## config.mk

```make
export PLATFORM = sky130hd
export DESIGN_NAME = wide_reg_port
export DESIGN_NICKNAME = d
export VERILOG_FILES = /design/src/rtl/wreg_pkg.sv /design/src/rtl/wreg_decode.sv /design/src/rtl/wreg_field.sv /design/src/rtl/wreg_readback.sv /design/src/rtl/wide_reg_port.sv
export SDC_FILE = /design/constraint.sdc
export NUM_CORES = 1
export LEC_CHECK = 0
export CELL_PAD_IN_SITES_DETAIL_PLACEMENT = 1
export CELL_PAD_IN_SITES_GLOBAL_PLACEMENT = 2
export CORE_MARGIN = 10
export CORE_UTILIZATION = 15
export CTS_CLUSTER_DIAMETER = 100
export DETAILED_ROUTE_END_ITERATION = 12
export MAX_ROUTING_LAYER = met4
export PLACE_DENSITY_LB_ADDON = 0.2
export SETUP_SLACK_MARGIN = 0.4
export SYNTH_ARGS = -nofsm -noshare
export SYNTH_HDL_FRONTEND = slang
export SYNTH_SLANG_ARGS = --single-unit
```

## constraint.sdc

```tcl
create_clock -name clk -period 1.4 [get_ports clk]
set_input_delay 0.14 -clock clk [delete_from_list [all_inputs] [get_ports clk]]
set_output_delay 0.14 -clock clk [all_outputs]
set_load 0.01 [all_outputs]
```

## src/rtl/wreg_pkg.sv

```systemverilog
package wreg_pkg;
  // Field layout of the register; positions assume the default 64-bit width.
  localparam int NFLD = 4;
  localparam int FLD_LO  [NFLD] = '{0, 16, 24, 56};
  localparam int FLD_HI  [NFLD] = '{15, 23, 47, 63};
  localparam bit FLD_WR  [NFLD] = '{1'b1, 1'b1, 1'b0, 1'b1};
  localparam bit FLD_REV [NFLD] = '{1'b0, 1'b1, 1'b0, 1'b0};
  localparam int FLD_MAX_HI = 63;
endpackage

```

## src/rtl/wreg_decode.sv

```systemverilog
module wreg_decode #(
  parameter int ADDR_W = 8,
  parameter int BUS_W  = 32,
  parameter int NSUB   = 2,
  parameter logic [ADDR_W-1:0] BASE_ADDR = '0
) (
  input  logic              req,
  input  logic [ADDR_W-1:0] addr,
  output logic [NSUB-1:0]   strb
);
  localparam int SUB_BYTES = BUS_W / 8;

  // the base address must fall on a bus-word boundary
  initial begin
    a_r1_base_aligned: assert ((int'(BASE_ADDR) % SUB_BYTES) == 0);
  end

  for (genvar i = 0; i < NSUB; i++) begin : g_sub
    localparam logic [ADDR_W-1:0] SUB_ADDR = ADDR_W'(int'(BASE_ADDR) + i * SUB_BYTES);
    assign strb[i] = req && (addr == SUB_ADDR);
  end
endmodule

```

## src/rtl/wreg_field.sv

```systemverilog
module wreg_field #(
  parameter int REG_W = 64,
  parameter int BUS_W = 32,
  parameter int NSUB  = 2,
  parameter int LO    = 0,
  parameter int HI    = 15,
  parameter bit WRITABLE = 1'b1,
  parameter bit REVERSED = 1'b0,
  parameter logic [REG_W-1:0] RST_VEC = '0
) (
  input  logic             clk,
  input  logic             rst,
  input  logic             wr_en,
  input  logic [NSUB-1:0]  sub_strb,
  input  logic [BUS_W-1:0] wdata,
  input  logic [BUS_W-1:0] wben,
  input  logic [REG_W-1:0] status_vec,
  output logic [REG_W-1:0] ctl_part,
  output logic [REG_W-1:0] rd_part
);
  localparam int W    = HI - LO + 1;
  localparam int SIDX = LO / BUS_W;
  localparam int OFF  = LO - SIDX * BUS_W;

  logic [W-1:0] val;

  if (WRITABLE) begin : g_rw
    logic [W-1:0] q, d, s;
    logic         wr_hit;
    logic         unused_rw;

    // a writable field must sit inside one subword
    initial begin
      a_r5_confined: assert ((HI / BUS_W) == SIDX);
    end

    always_comb begin
      for (int j = 0; j < W; j++) begin
        d[j] = REVERSED ? wdata[OFF + W - 1 - j] : wdata[OFF + j];
        s[j] = REVERSED ? wben[OFF + W - 1 - j]  : wben[OFF + j];
      end
    end

    assign wr_hit = wr_en && sub_strb[SIDX];

    always_ff @(posedge clk) begin
      if (rst)         q <= RST_VEC[HI:LO];
      else if (wr_hit) q <= (q & ~s) | (d & s);
    end

    assign val       = q;
    assign unused_rw = ^{status_vec, wdata, wben, sub_strb};

    always_comb begin
      ctl_part = '0;
      ctl_part[HI:LO] = q;
    end

    a_r4_untouched: assert property (@(posedge clk) disable iff (rst)
      !(wr_en && sub_strb[SIDX]) |=> $stable(q));
    a_r11_reset_load: assert property (@(posedge clk)
      rst |=> q == RST_VEC[HI:LO]);
  end else begin : g_ro
    logic unused_ro;
    assign val       = status_vec[HI:LO];
    assign ctl_part  = '0;
    assign unused_ro = ^{clk, rst, wr_en, sub_strb, wdata, wben, status_vec, RST_VEC};
  end

  // Place the field at its register position, mirrored when reversed.
  always_comb begin
    rd_part = '0;
    for (int j = 0; j < W; j++)
      rd_part[LO + j] = REVERSED ? val[W - 1 - j] : val[j];
  end
endmodule

```

## src/rtl/wreg_readback.sv

```systemverilog
module wreg_readback #(
  parameter int REG_W = 64,
  parameter int BUS_W = 32,
  parameter int NSUB  = 2
) (
  input  logic             clk,
  input  logic             rst,
  input  logic             accept,
  input  logic             we,
  input  logic [NSUB-1:0]  strb,
  input  logic [REG_W-1:0] rvec,
  input  logic             rsp_ready,
  output logic             rsp_valid,
  output logic [BUS_W-1:0] rsp_data
);
  logic [BUS_W-1:0] rd_word;

  always_comb begin
    rd_word = '0;
    for (int i = 0; i < NSUB; i++)
      if (strb[i] && !we) rd_word = rd_word | rvec[i*BUS_W +: BUS_W];
  end

  always_ff @(posedge clk) begin
    if (rst) begin
      rsp_valid <= 1'b0;
      rsp_data  <= '0;
    end else if (accept) begin
      rsp_valid <= 1'b1;
      rsp_data  <= rd_word;
    end else if (rsp_ready) begin
      rsp_valid <= 1'b0;
    end
  end

  a_r2_onehot: assert property (@(posedge clk) disable iff (rst) $onehot0(strb));
  a_r2_idle_no_strobe: assert property (@(posedge clk) disable iff (rst)
    !accept |-> strb == '0);
  a_r9_next_cycle: assert property (@(posedge clk) disable iff (rst)
    accept |=> rsp_valid);
  a_r7_write_zero: assert property (@(posedge clk) disable iff (rst)
    accept && we |=> rsp_data == '0);
  a_r10_hold: assert property (@(posedge clk) disable iff (rst)
    rsp_valid && !rsp_ready |=> rsp_valid && $stable(rsp_data));
endmodule

```

## src/rtl/wide_reg_port.sv

```systemverilog
module wide_reg_port
  import wreg_pkg::*;
#(
  parameter int REG_W  = 64,
  parameter int BUS_W  = 32,
  parameter int ADDR_W = 8,
  parameter logic [ADDR_W-1:0] BASE_ADDR = 8'h20,
  parameter logic [REG_W-1:0]  CTRL_RST  = 64'h7B00_0000_001E_A5C3
) (
  input  logic              clk,
  input  logic              rst,
  input  logic              req_valid,
  output logic              req_ready,
  input  logic [ADDR_W-1:0] req_addr,
  input  logic              req_we,
  input  logic [BUS_W-1:0]  req_wdata,
  input  logic [BUS_W-1:0]  req_ben,
  output logic              rsp_valid,
  input  logic              rsp_ready,
  output logic [BUS_W-1:0]  rsp_data,
  input  logic [REG_W-1:0]  status_in,
  output logic [REG_W-1:0]  ctrl_q
);
  localparam int NSUB = REG_W / BUS_W;

  initial begin
    a_r1_layout_fits: assert ((REG_W % BUS_W) == 0 && FLD_MAX_HI < REG_W);
  end

  logic            accept;
  logic [NSUB-1:0] strb;
  logic [REG_W-1:0] ctl_parts [NFLD];
  logic [REG_W-1:0] rd_parts  [NFLD];
  logic [REG_W-1:0] rvec;

  assign req_ready = !rsp_valid || rsp_ready;
  assign accept    = req_valid && req_ready;

  wreg_decode #(
    .ADDR_W(ADDR_W), .BUS_W(BUS_W), .NSUB(NSUB), .BASE_ADDR(BASE_ADDR)
  ) u_decode (
    .req(accept), .addr(req_addr), .strb(strb)
  );

  for (genvar f = 0; f < NFLD; f++) begin : g_fld
    wreg_field #(
      .REG_W(REG_W), .BUS_W(BUS_W), .NSUB(NSUB),
      .LO(FLD_LO[f]), .HI(FLD_HI[f]),
      .WRITABLE(FLD_WR[f]), .REVERSED(FLD_REV[f]),
      .RST_VEC(CTRL_RST)
    ) u_field (
      .clk(clk), .rst(rst), .wr_en(accept && req_we), .sub_strb(strb),
      .wdata(req_wdata), .wben(req_ben), .status_vec(status_in),
      .ctl_part(ctl_parts[f]), .rd_part(rd_parts[f])
    );
  end

  always_comb begin
    ctrl_q = '0;
    rvec   = '0;
    for (int f = 0; f < NFLD; f++) begin
      ctrl_q = ctrl_q | ctl_parts[f];
      rvec   = rvec | rd_parts[f];
    end
  end

  wreg_readback #(
    .REG_W(REG_W), .BUS_W(BUS_W), .NSUB(NSUB)
  ) u_readback (
    .clk(clk), .rst(rst), .accept(accept), .we(req_we), .strb(strb),
    .rvec(rvec), .rsp_ready(rsp_ready), .rsp_valid(rsp_valid), .rsp_data(rsp_data)
  );
endmodule

```

==> results_dict.tcl <==
set metrics [dict create \
    netlist_instances 343 \
    max_freq_ghz 0.694 \
    status "finished with violations" \
    max_cap_violations 0 \
    critical_path_peak_fanout 5 \
    yosys-top-cells-area "dfxtp_1 43%, mux2i_1 7.9%, buf_4 7.9%, o21ai_0 6.1%, a311o_1 5.9%" \
    critical_path_class "flip-flop to flip-flop" \
    power_leakage_nw 2.26 \
    die_x_um 163 \
    fill_cells 2365 \
    wl_mm 15.3 \
    grt_first_pass_wirelength_mm 22.5 \
    grt_antenna_before_repair 1 \
    crit_required_ps 1620 \
    rows 52 \
    finalMaxSlewViolations 0 \
    utilization_pct 27.5 \
    clock_latency_ps 340 \
    cp.arrival_ps 1660 \
    cts_buffers 9 \
    drtIter0Drc 64 \
    ys_seq_area_share_pct 42.6 \
    die_height_um 163 \
    placed_cells 781 \
    cts_sinks 65 \
    vdd_drop_max_mv 0.414 \
    netlist.area_leader.share_pct 42.6 \
    synth_area_per_cell_um2 8.91 \
    final_nets 684 \
    drive_gt1_share_pct 34.1 \
    yosys_register_bits 65 \
    wl_per_cell_um 18.7 \
    num_vias 3208 \
    grt_overflow 0 \
    drt_first_pass_iters 3 \
    h-tree-depth 3 \
    cts_tree "done" \
    synth.largest_area_cell "dfxtp_1" \
    io-pin-count 239 \
    rsz0062_at_grt "true" \
    vias_per_cell 3.92 \
    mostFrequentLayoutCell "clkdlybuf4s50_1" \
    hpwl_mm 11.4 \
    grt_pass1_vias 3611 \
    place.gp.congestion 0.729 \
    powerDensity_mw_per_mm2 840 \
    cts_max_path_buffers 2 \
    grt_start_max_net_pins 29 \
    hp-class "input port to flip-flop" \
    setup_slack_ps -41.3 \
    synth_area_mm2 0.00306 \
    ys_warn_count 0 \
    finalHoldViolations 0 \
    root_buffer "clkbuf_16" \
    min_period_ps 1440 \
    coreArea_mm2 0.0202 \
    tns_ps -318 \
    ant_nets 0 \
    grtUsageTotal_pct 11.7 \
    synth.distinct_cells 27 \
    clkSlewWorstSetupHoldPaths_ps 60 \
    setup_violations 17 \
    final_cell_mix "90 x clkdlybuf4s50_1, 51 x buf_2, 43 x nand2_1, 36 x dfxtp_2, 35 x buf_4" \
    critPathCaptureType "flip-flop" \
    finClkSkew_ps 7.16 \
    start_kind "flip-flop" \
    finalPower_mw 4.66 \
    stdcell_count 819 \
    io_buffers 166 \
    fp.dieArea_mm2 0.0265 \
    drc 0 \
    min_period_over_period_pct 103 \
    start_util_pct 15.1 \
    synthToLayoutAreaGrowth_pct 81.8 \
    violations "negative setup slack" \
]
## worst max-delay path, cell delays in order (launching register included)
cell	delay (ps)
dfxtp_2	330
nand2b_4	80
nand4_4	160
buf_6	190
buf_16	130
o21a_1	170
a311o_1	260
## per-stage QoR
step                      hold WS [ps]  cell area (um2)  worst slack (ps)
after detailed placement           445             5100              -577
after floorplan                    293             3220             -33.2
after global routing               129             5550              -103
after CTS                          128             5420              -117
after global placement             436             5100              -516
final                              104             5550             -41.3
## path summary, 6_finish.rpt
path / startpoint / end / slack (ps) / cells after the start
setup reg to reg: u_readback.rsp_valid / flip-flop / -40 / 6
setup / recovery: u_readback.rsp_valid / flip-flop / -40 / 6
hold / removal: rst / flip-flop / 100 / 2
hold reg to reg: u_readback.rsp_data[1] / u_readback.rsp_data[1] / 450 / 2
## where the power goes
| group | switching [mW] | leakage, nW | internal, mW |
|---|---|---|---|
| Sequential | 0.00272 | 0.524 | 1.85 |
| Clock | 0.845 | 0.133 | 1.29 |
| Combinational | 0.280 | 1.61 | 0.389 |
| Total | 1.13 | 2.26 | 3.54 |
## cell families (layout without fill, tap and decap cells)
family                 count (synthesis)  after routing  share of synthesized area [%]
AO/OA/AOI/OAI                         98             98                           21.5
buffers and inverters                 74            248                           13.7
flip-flops                            65             65                           42.6
multiplexers                          24             24                           7.86
other                                  1             33                          0.123
AND/OR/NAND/NOR                       81             81                           14.3
## repair_timing
action / CTS / global route
hold buffers: 0 / 0
pin swaps: 40 / 15
cloned: 5 / 0
setup buffers: 9 / 7
setup endpoints to repair: 130 / 82
gates resized for setup: 336 / 31
## per-layer routing
layer / track usage [%] / part of all wire (%)
met5: - / 0
met4: 4.10 / 1.7
met3: 3.24 / 5.5
met2: 19.0 / 49
met1: 13.6 / 44
## Yosys cell counts
cell and n:
nor3_1 2, nand4_1 14, nand2_1 43, dfxtp_1 65
buf_1 4, nand4_2 1, o21a_1 18, buf_2 5
or3_1 14, o21ai_0 37, clkbuf_1 14, a311o_1 18
buf_4 32, a22o_1 8, nand2b_1 1, mux2i_1 24
conb_1 1, inv_1 17, nor4_2 1, a21oi_1 16
nor4b_4 1, buf_6 2, nor3_2 1, nor2b_1 1
o21ai_1 1, and2_1 1, or3_4 1
## layout make-up
cell class	instances	area (um2)	area share, %
clock inverters	2	12.5	0.225
flip-flops and latches	65	1350	24.2
inverters	17	63.8	1.15
well taps	270	338	6.08
multi-input cells	235	1550	28.0
clock buffers	14	264	4.75
repair buffers	215	1970	35.5
diodes	1	2.50	0.0451
(Power assumes the default switching activity.)
